$ cat src/rtl/sleep_wake_pkg.sv
`timescale 1ns/1ps
package sleep_wake_pkg;
  typedef enum logic [1:0] {
    ST_RUN   = 2'd0,
    ST_SLEEP = 2'd1,
    ST_WAKE  = 2'd2
  } swState_t;

  // strobes from control to datapath
  typedef struct packed {
    logic consumeEv;   // empty the event latch
    logic latchDepth;  // capture sleep depth on entry
    logic latchTake;   // capture dispatch decision on wake
  } swStrobe_t;
endpackage

$ cat src/rtl/swc_datapath.sv
`timescale 1ns/1ps
module swc_datapath
  import sleep_wake_pkg::*;
#(
  parameter int PRIO_W = 4
) (
  input  logic              clk,
  input  logic              rst_n,
  input  swStrobe_t         strobe,
  input  logic              evtIn,
  input  logic              dbgWake,
  input  logic              excPend,
  input  logic [PRIO_W-1:0] excPrio,
  input  logic [PRIO_W:0]   curPrio,
  input  logic              primask,
  input  logic              faultmask,
  input  logic              deepSel,
  output logic              evAvail,
  output logic              wakeCond,
  output logic              depthQ,
  output logic              takeQ
);
  logic evReg;
  logic excPendQ;
  logic setNow;
  logic prioWins;
  logic excWake;
  logic takeCond;

  // sources that fill the event latch this cycle
  assign setNow   = evtIn | dbgWake | (excPend & ~excPendQ);
  assign evAvail  = evReg | setNow;

  // numerically lower value ranks higher; curPrio has one extra level
  assign prioWins = excPend && ({1'b0, excPrio} < curPrio);
  assign excWake  = prioWins & ~faultmask;
  assign wakeCond = dbgWake | excWake;
  assign takeCond = excWake & ~primask;

  always_ff @(posedge clk or negedge rst_n) begin
    if (!rst_n) begin
      evReg    <= 1'b0;
      excPendQ <= 1'b0;
      depthQ   <= 1'b0;
      takeQ    <= 1'b0;
    end else begin
      excPendQ <= excPend;
      if (strobe.consumeEv) evReg <= 1'b0;
      else                  evReg <= evReg | setNow;
      if (strobe.latchDepth) depthQ <= deepSel;
      takeQ <= strobe.latchTake & takeCond;
    end
  end

  // a consumed event leaves the latch empty on the next cycle
  assert_ev_consumed_R4: assert property (@(posedge clk) disable iff (!rst_n)
    strobe.consumeEv |=> !evReg);

  // a set without consumption is remembered
  assert_ev_sticky_R5: assert property (@(posedge clk) disable iff (!rst_n)
    (setNow && !strobe.consumeEv) |=> evReg);

  // depth only changes on an entry strobe
  assert_depth_hold_R7: assert property (@(posedge clk) disable iff (!rst_n)
    !strobe.latchDepth |=> $stable(depthQ));
endmodule

$ cat src/rtl/swc_ctrl.sv
`timescale 1ns/1ps
module swc_ctrl
  import sleep_wake_pkg::*;
(
  input  logic      clk,
  input  logic      rst_n,
  input  logic      wfiReq,
  input  logic      wfeReq,
  input  logic      handlerRet,
  input  logic      sleepOnExit,
  input  logic      evAvail,
  input  logic      wakeCond,
  output swStrobe_t strobe,
  output logic      sleeping,
  output logic      wakePulse
);
  swState_t stateQ, stateD;
  logic     enterReq;

  assign enterReq = wfiReq | (wfeReq & ~evAvail) | (handlerRet & sleepOnExit);

  always_comb begin
    stateD = stateQ;
    strobe = '0;
    unique case (stateQ)
      ST_RUN: begin
        strobe.consumeEv = wfeReq & evAvail;
        if (enterReq) begin
          stateD            = ST_SLEEP;
          strobe.latchDepth = 1'b1;
        end
      end
      ST_SLEEP: begin
        if (wakeCond) begin
          stateD           = ST_WAKE;
          strobe.latchTake = 1'b1;
        end
      end
      ST_WAKE: stateD = ST_RUN;
      default: stateD = ST_RUN;
    endcase
  end

  always_ff @(posedge clk or negedge rst_n) begin
    if (!rst_n) stateQ <= ST_RUN;
    else        stateQ <= stateD;
  end

  assign sleeping  = (stateQ == ST_SLEEP);
  assign wakePulse = (stateQ == ST_WAKE);

  // a wait-for-interrupt while running always sleeps
  assert_wfi_sleeps_R2: assert property (@(posedge clk) disable iff (!rst_n)
    (stateQ == ST_RUN && wfiReq) |=> sleeping);

  // without a wake condition sleep persists
  assert_sleep_holds_R8: assert property (@(posedge clk) disable iff (!rst_n)
    (sleeping && !wakeCond) |=> sleeping);

  // wake pulse is single-cycle and exclusive with sleeping
  assert_wake_single_R9: assert property (@(posedge clk) disable iff (!rst_n)
    wakePulse |=> !wakePulse);
  assert_wake_excl_R9: assert property (@(posedge clk) disable iff (!rst_n)
    !(sleeping && wakePulse));
  assert_wake_from_sleep_R9: assert property (@(posedge clk) disable iff (!rst_n)
    $rose(wakePulse) |-> $past(sleeping));

  // the cycle after a wake pulse is always awake
  assert_wake_ignores_R12: assert property (@(posedge clk) disable iff (!rst_n)
    wakePulse |=> !sleeping);
endmodule

$ cat src/rtl/sleep_wake_ctrl.sv
`timescale 1ns/1ps
module sleep_wake_ctrl
  import sleep_wake_pkg::*;
#(
  parameter int PRIO_W = 4
) (
  input  logic              clk,
  input  logic              rst_n,
  input  logic              wfiReq,
  input  logic              wfeReq,
  input  logic              handlerRet,
  input  logic              deepSel,
  input  logic              sleepOnExit,
  input  logic              primask,
  input  logic              faultmask,
  input  logic              excPend,
  input  logic [PRIO_W-1:0] excPrio,
  input  logic [PRIO_W:0]   curPrio,
  input  logic              evtIn,
  input  logic              dbgWake,
  output logic              sleeping,
  output logic              sleepDeep,
  output logic              wakePulse,
  output logic              takeExc
);
  swStrobe_t strobe;
  logic      evAvail;
  logic      wakeCond;
  logic      depthQ;
  logic      takeQ;

  swc_ctrl u_ctrl (
    .clk        (clk),
    .rst_n      (rst_n),
    .wfiReq     (wfiReq),
    .wfeReq     (wfeReq),
    .handlerRet (handlerRet),
    .sleepOnExit(sleepOnExit),
    .evAvail    (evAvail),
    .wakeCond   (wakeCond),
    .strobe     (strobe),
    .sleeping   (sleeping),
    .wakePulse  (wakePulse)
  );

  swc_datapath #(.PRIO_W(PRIO_W)) u_dp (
    .clk       (clk),
    .rst_n     (rst_n),
    .strobe    (strobe),
    .evtIn     (evtIn),
    .dbgWake   (dbgWake),
    .excPend   (excPend),
    .excPrio   (excPrio),
    .curPrio   (curPrio),
    .primask   (primask),
    .faultmask (faultmask),
    .deepSel   (deepSel),
    .evAvail   (evAvail),
    .wakeCond  (wakeCond),
    .depthQ    (depthQ),
    .takeQ     (takeQ)
  );

  assign sleepDeep = depthQ & sleeping;
  assign takeExc   = takeQ;

  // dispatch is only ever signalled together with a wake
  assert_take_in_wake_R10: assert property (@(posedge clk) disable iff (!rst_n)
    takeExc |-> wakePulse);
endmodule

$ cat config.mk
export PLATFORM = sky130hd
export DESIGN_NAME = sleep_wake_ctrl
export DESIGN_NICKNAME = d
export VERILOG_FILES = /design/src/rtl/sleep_wake_pkg.sv /design/src/rtl/swc_datapath.sv /design/src/rtl/swc_ctrl.sv /design/src/rtl/sleep_wake_ctrl.sv
export SDC_FILE = /design/constraint.sdc
export NUM_CORES = 1
export LEC_CHECK = 0
export CORE_AREA = 2 2 39 41
export DETAILED_ROUTE_END_ITERATION = 6
export DIE_AREA = 0 0 41 43
export DONT_BUFFER_PORTS = 1
export PLACE_DENSITY_LB_ADDON = 0.05
export SLEW_MARGIN = 25
export SYNTH_ARGS = -nofsm -noshare
export SYNTH_HDL_FRONTEND = slang
export SYNTH_HIERARCHICAL = 1
export SYNTH_SLANG_ARGS = --single-unit
$ cat constraint.sdc
create_clock -name clk -period 3.6 [get_ports clk]
set_input_delay 0.72 -clock clk [delete_from_list [all_inputs] [get_ports clk]]
set_output_delay 0.72 -clock clk [all_outputs]
set_load 0.01 [all_outputs]
==> out/results.tsv, run 1 <==
stage	metric	value	unit
timing	Final setup viols	0	
critical_path	crit start category	flip-flop	
global_routing	initial antenna violation count	0	
logic_synthesis	cell taking the most area after synthesis	sky130_fd_sc_hd__dfrtp_1	
logic_synthesis	dominant combinational cell family by area after synthesis	simple AND/OR/NAND/NOR gates	
clock_network	total setup buffers inserted after CTS	0	
critical_path	Cell Chain, Critical Path	nor2b_4 -> and2_1	
detailed_routing	detailed-route wire length	785	um
global_routing	residual overflow from global routing	0	
critical_path	Largest stage delay, worst path	410	ps
layout	Area growth syn-to-layout	10.3	%
critical_path	combined buffer and inverter count along the critical path	0	
die	y dimension of the die	43	um
logic_synthesis	flip-flop and latch count after synthesis	6	
clock_network	TritonCTS Sinks	6	
timing	Worst Setup Slack, final	1800	ps
die	initial cell density of the core	29.9	%
critical_path	RR Endpoint	u_dp/depthQ	
detailed_routing	number of DRC markers in iteration 0	1	
critical_path	Crit Reg-Reg Startpoint	u_dp/evReg	
global_routing	wire length of the first global-routing pass	1210	um
global_routing	vias in the first global route	291	
layout	number of antenna diodes	0	
detailed_routing	remaining number of nets flagged by the antenna check after routing	0	
logic_synthesis	synthesized cell area	414	um^2
layout	Finished Cell Area	457	um^2
logic_synthesis	Post-Synth XOR/XNOR Area	0	%
logic_synthesis	post-synth top area share	36.3	%
detailed_routing	routed vias	299	
clock_network	TritonCTS clock tree	built	
timing	post-route minimum period	1800	ps
timing	max-slew violations	0	
critical_path	R2R depth	5	
critical_path	required arrival time at the worst endpoint	2880	ps
clock_network	buffer cell driving the clock tree root	sky130_fd_sc_hd__clkbuf_4	
logic_synthesis	number of distinct library cells after synthesis	21	
critical_path	CP arrival	1080	ps
global_routing	maximum number of pins on one net before global-route repair	7	
critical_path	setup slack on the worst flop-to-flop path	2090	ps
timing	portion of the clock cycle consumed by the worst path in the final layout	50.0	%
critical_path	capturing element type of the critical path	output port	
critical_path	category of the most critical setup path	flip-flop to output port	
clock_network	Skew-Pair Late Insertion Delay	240	ps
logic_synthesis	number of nets in the synthesized netlist	67	
critical_path	peak fanout along the critical path	6	
critical_path	Slowest-stage cell, CP	sky130_fd_sc_hd__dfrtp_1	
layout	Finished Core Util	33.0	%
die	horizontal die dimension	41	um
detailed_routing	count of unresolved DRC violations after routing	0	
timing	RSZ-0062 raised after global routing	no	
logic_synthesis	share of synthesized cell area in full adder, half adder and majority cells	9.06	%
placement	Place WS	1650	ps
power	total power per unit cell area	555	nW/um^2
clock_network	Max clock buf depth	2	
die	number of standard-cell rows in the floorplan	14	
logic_synthesis	fraction of synthesized area in multiplexers	2.72	%
timing	Slew HR	78.2	%
detailed_routing	average routed wire per standard cell	12.7	um
logic_synthesis	average size of a mapped cell	9.63	um^2
layout	number of nets in the final layout	72	
die	area of the core	1380	um^2
placement	port buffer count	0	
critical_path	Worst path top cell family by delay	simple AND/OR/NAND/NOR gates	
layout	final instance count without filler cells	62	
detailed_routing	vias per std cell	4.82	
logic_synthesis	fraction of the yosys area taken by sequential cells	36.3	%
placement	half-perimeter wire length after placement	675	um
logic_synthesis	Yosys warning total	6	
global_routing	overall global routing resource usage	11.2	%
die	full die area	1760	um^2
timing	Hold Fails Final Rpt	0	
die	ports placed on the boundary	25	
placement	area after detailed placement	434	um^2
worst_hold_path	Worst Hold Class	input port to async pin	
placement	RD Place Congestion	0.601	
timing	Post-Route Skew	0.521	ps
timing	Fmax	556	MHz
flow_run	max_cap viols	0	
logic_synthesis	synthesized-area fraction occupied by ao, oa, aoi and oai cells	14.2	%
logic_synthesis	main area contributors after synthesis	sky130_fd_sc_hd__dfrtp_1, sky130_fd_sc_hd__ha_1, sky130_fd_sc_hd__nor2b_4	
power	maximum VDD drop	0.122	mV
placement	Cells after DPL	59	
clock_network	H-tree level count	1	
clock_network	post-cts gate resize count	0	
timing	Setup TNS	0	ps
logic_synthesis	basic-gate share of the synthesized area counting and, or, nand and nor cells	32.3	%
layout	fill cell count	151	
outcome	status	complete, no violations	
clock_network	Inserted Clock Buffers	3	
power	leakage power figure	0.000232	uW
clock_network	total of hold buffers inserted after clock tree synthesis	0	
logic_synthesis	Post-Syn Instances	43	
layout	share of cells above drive strength 1	21.7	%
clock_network	clock-pin slew on the worst setup and hold paths	40	ps
timing	Worst-Margin Slew	324	ps
detailed_routing	first-pass iteration count of the detailed router	4	
sequential cells by signal, indices dropped and copies added, names as in the netlist:
name,count
u_dp/depthQ,1
u_dp/evReg,1
u_ctrl/stateQ,2
u_dp/takeQ,1
u_dp/excPendQ,1
cells in the final DEF, fill, tap and decap left out:
cell type and n:
sky130_fd_sc_hd__a21oi_1 4, sky130_fd_sc_hd__o21ai_1 2, sky130_fd_sc_hd__nor2b_2 1, sky130_fd_sc_hd__ha_1 3, sky130_fd_sc_hd__and2_1 3, sky130_fd_sc_hd__nor2b_4 2
sky130_fd_sc_hd__clkbuf_4 3, sky130_fd_sc_hd__a21o_1 1, sky130_fd_sc_hd__nand2_1 3, sky130_fd_sc_hd__nor3b_1 1, sky130_fd_sc_hd__nor3_1 1, sky130_fd_sc_hd__a311oi_1 1
sky130_fd_sc_hd__a31oi_1 2, sky130_fd_sc_hd__dfrtp_1 6, sky130_fd_sc_hd__nand2b_2 1, sky130_fd_sc_hd__nand2b_4 1, sky130_fd_sc_hd__nand4b_1 1, sky130_fd_sc_hd__nor3_2 1
sky130_fd_sc_hd__inv_1 6, sky130_fd_sc_hd__and2b_1 1, sky130_fd_sc_hd__nor2b_1 1, sky130_fd_sc_hd__mux2_2 1
how the worst max path moves through the flow:
stage,from,to,cells after the start
after detailed placement,curPrio[2],u_dp/takeQ,8
after global routing,u_ctrl/stateQ[0],sleepDeep,2
final,u_ctrl/stateQ[0],sleepDeep,2
after CTS,u_ctrl/stateQ[0],sleepDeep,2
after global placement,curPrio[2],u_dp/takeQ,8
after floorplan,dbgWake,u_dp/depthQ,5
cell type report:
| class | count | area [um^2] | area share, % |
|---|---|---|---|
| Sequential cell | 6 | 150 | 32.9 |
| Clock buffer | 3 | 22.5 | 4.93 |
| Multi-Input combinational cell | 31 | 241 | 52.9 |
| Tap cell | 16 | 20.0 | 4.38 |
| Inverter | 6 | 22.5 | 4.93 |
synthesized netlist by cell type, drive strengths merged:
| library cell | number |
|---|---|
| dfrtp | 6 |
| inv | 6 |
| a21oi | 4 |
| nor2b | 4 |
| and2 | 3 |
| ha | 3 |
| nand2 | 3 |
| a31oi | 2 |
| nand2b | 2 |
| nor3 | 2 |
| o21ai | 2 |
| a21o | 1 |
| a311oi | 1 |
| and2b | 1 |
| mux2 | 1 |
| nand4b | 1 |
| nor3b | 1 |
layer usage:
metal	track usage, %	vias up	wire length [um]
li1	-	154	-
met1	12.7	128	341
met2	14.1	17	374
met3	3.14	0	69
met4	14.0	0	0
met5	0	-	0
through the flow:
step,hold slack (ps),power (uW)
6_report,174,253
5_1_grt,154,277
4_1_cts,161,261
3_5_place_dp,425,196
3_3_place_gp,425,194
2_1_floorplan,424,181
power breakdown:
group | internal [uW] | switching [uW] | leakage [uW]
logic | 46.7 | 38.5 | 0.000146
registers | 88.5 | 19.1 | 0.0000723
clock network | 37.6 | 23.0 | 0.0000138
total | 173 | 80.6 | 0.000232
worst register-to-register path, stage by stage (launching register included):
cell	delay [ps]
sky130_fd_sc_hd__dfrtp_1	370
sky130_fd_sc_hd__nor3_2	90
sky130_fd_sc_hd__o21ai_1	110
sky130_fd_sc_hd__nand2b_4	160
sky130_fd_sc_hd__a311oi_1	300
sky130_fd_sc_hd__mux2_2	370
kinds of logic after synthesis:
group | count (synthesis)
buffers and inverters | 6
multiplexers | 1
adder cells (fa/ha/maj) | 3
AND/OR/NAND/NOR | 17
AO/OA/AOI/OAI | 10
flip-flops | 6
Power figures use the tool's default switching activity.
==> inputs of run 2 (changes only) <==
Clock period 3.6 ns to 1.56 ns, I/O delays scaled along.
==> run 2 against run 1 <==
Combinational power grew 150%. Clock skew grew 4.2 ps. Flip-flop and latch count is the same. Setup slack worse by 1700 ps. Clock power increased by 140%. Routed wire length rose by 3.8%. First-iteration DRC count is the same. Global-route usage is 0.29 points lower. Design area rose by 6.0%. Largest cell class unchanged.
==> out/results.tsv, run 2 (synthesized netlist as in run 1, its figures left out) <==
stage	metric	value	unit
clock_network	Inserted Clock Buffers	3	
layout	number of nets in the final layout	74	
critical_path	Crit Reg-Reg Startpoint	u_dp/evReg	
global_routing	wire length of the first global-routing pass	1240	um
timing	post-route minimum period	1420	ps
layout	largest register by flop count	u_ctrl/stateQ	
layout	final instance count without filler cells	64	
worst_hold_path	startpoint of the worst hold path	excPend	
power	relative contribution of the clock network to total power	23.6	%
die	horizontal die dimension	41	um
placement	half-perimeter wire length after placement	674	um
die	ports placed on the boundary	25	
layout	fill cell count	160	
global_routing	initial antenna violation count	0	
timing	Final setup viols	0	
clock_network	buffer cell driving the clock tree root	sky130_fd_sc_hd__clkbuf_4	
placement	RD Place Congestion	0.582	
timing	Hold Fails Final Rpt	0	
power	power spent charging and discharging nets	198	uW
timing	Fmax	705	MHz
critical_path	peak fanout along the critical path	3	
clock_network	TritonCTS Sinks	6	
layout	number of antenna diodes	0	
clock_network	Max clock buf depth	2	
detailed_routing	first-pass iteration count of the detailed router	2	
placement	port buffer count	0	
global_routing	maximum number of pins on one net before global-route repair	7	
clock_network	H-tree level count	1	
timing	RSZ-0062 raised after global routing	no	
critical_path	first element of the critical path	u_dp/evReg	
timing	max-slew violations	0	
flow_run	max_cap viols	0	
die	number of standard-cell rows in the floorplan	14	
detailed_routing	remaining number of nets flagged by the antenna check after routing	0	
layout	Area growth syn-to-layout	16.9	%
detailed_routing	vias per std cell	4.97	
power	switch share	32.6	%
worst_hold_path	number of stages on the worst hold path	0	
outcome	status	complete, no violations	
layout	max FFs per register	2	
die	y dimension of the die	43	um
detailed_routing	count of unresolved DRC violations after routing	0	
critical_path	capturing element type of the critical path	flip-flop	
die	full die area	1760	um^2
power	maximum VDD drop	0.431	mV
power	leakage power figure	0.000242	uW
clock_network	total setup buffers inserted after CTS	0	
clock_network	Skew-Pair Late Insertion Delay	240	ps
critical_path	required arrival time at the worst endpoint	1690	ps
detailed_routing	routed vias	318	
die	area of the core	1380	um^2
worst_hold_path	end point of the worst hold path	u_dp/excPendQ	
detailed_routing	number of DRC markers in iteration 0	1	
clock_network	TritonCTS clock tree	built	
global_routing	residual overflow from global routing	0	
detailed_routing	detailed-route wire length	815	um
clock_network	clock-pin slew on the worst setup and hold paths	50	ps
critical_path	crit start category	flip-flop	
timing	portion of the clock cycle consumed by the worst path in the final layout	90.9	%
power	internal power	408	uW
global_routing	vias in the first global route	326	
critical_path	category of the most critical setup path	flip-flop to flip-flop	
timing	Slew HR	77.7	%
critical_path	RR Endpoint	u_dp/depthQ	
worst_hold_path	Worst Hold Class	input port to flip-flop	
critical_path	CP arrival	1550	ps
global_routing	overall global routing resource usage	10.9	%
layout	share of cells above drive strength 1	27.1	%
critical_path	R2R depth	5	
power	part of the power in combinational logic	34.7	%
timing	Post-Route Skew	4.74	ps
detailed_routing	average routed wire per standard cell	12.7	um
timing	Worst-Margin Slew	331	ps
timing	Setup TNS	0	ps
power	part of the power in registers	41.7	%
critical_path	setup slack on the worst flop-to-flop path	140	ps
die	initial cell density of the core	29.9	%
placement	Cells after DPL	60	
power	total power per unit cell area	1250	nW/um^2
layout	top library cells by usage in the layout, fill and taps aside	sky130_fd_sc_hd__inv_1, sky130_fd_sc_hd__dfrtp_1, sky130_fd_sc_hd__a21oi_1	
[run 2: changes by cell type in the layout (fill, tap and decap cells not counted)]
cell	change
sky130_fd_sc_hd__o21ai_1	-1
sky130_fd_sc_hd__a311oi_1	-1
sky130_fd_sc_hd__dlygate4sd3_1	+1
sky130_fd_sc_hd__a311oi_2	+1
sky130_fd_sc_hd__o21ai_2	+1
sky130_fd_sc_hd__buf_4	+1
[run 2: power by group through the flow]
stage                     sequential (uW)  combinational [uW]  clock (uW)
after floorplan                       243                 175           0
after global placement                255                 200           0
after detailed placement              252                 202           0
after CTS                             250                 209         153
after global routing                  262                 238         162
final                                 252                 210         143
[run 2: area by class of cell]
class / count / area [um^2] / share of cell area, %
timing repair buffer: 2 / 17.5 / 3.62
inverter: 6 / 22.5 / 4.65
tap: 16 / 20.0 / 4.13
clock buffer: 3 / 22.5 / 4.65
sequential: 6 / 150 / 31.0
multi-input combinational: 31 / 251 / 51.9
[run 2: per-stage QoR]
step	total power [uW]	utilization, %	hold WS [ps]	area [um^2]	setup WS, ps
5_1_grt	662	35.0	83.4	484	30.2
6_report	606	35.0	99.5	484	142
2_1_floorplan	418	-	16.4	414	127
3_5_place_dp	455	31.9	16.6	442	41.8
3_3_place_gp	455	31.9	16.6	442	71.1
4_1_cts	612	34.3	88.2	474	37.5
[run 2: worst max path at each step]
stage	endpoint	slack, ps	cells past startpoint
after CTS	u_dp/depthQ	40	5
final	u_dp/depthQ	140	5
after global placement	u_dp/depthQ	70	5
after floorplan	u_dp/depthQ	130	5
after global routing	u_dp/depthQ	30	5
after detailed placement	u_dp/depthQ	40	5
[run 2: worst max-delay path, cell delays in order (launching register included)]
cell                       delay, ps
sky130_fd_sc_hd__dfrtp_1         370
sky130_fd_sc_hd__nor3_2          130
sky130_fd_sc_hd__o21ai_2          90
sky130_fd_sc_hd__nand2b_4        150
sky130_fd_sc_hd__a311oi_2        210
sky130_fd_sc_hd__mux2_2          360
[run 2: timing repair]
item                                    CTS  global route
gates resized for setup                   0             2
hold buffers                              1             0
endpoints found under the setup margin    0             1
hold endpoints to repair                  6             0
[run 2: layer usage]
metal | vias to the layer above | share of wire, % | wire length (um) | GRT usage, %
li1 | 158 | - | - | -
met1 | 143 | 40 | 324 | 12.8
met2 | 17 | 50 | 410 | 14.7
met3 | 0 | 9.8 | 80 | 3.66
met4 | 0 | 0 | 0 | 10.0
met5 | - | 0 | 0 | 0
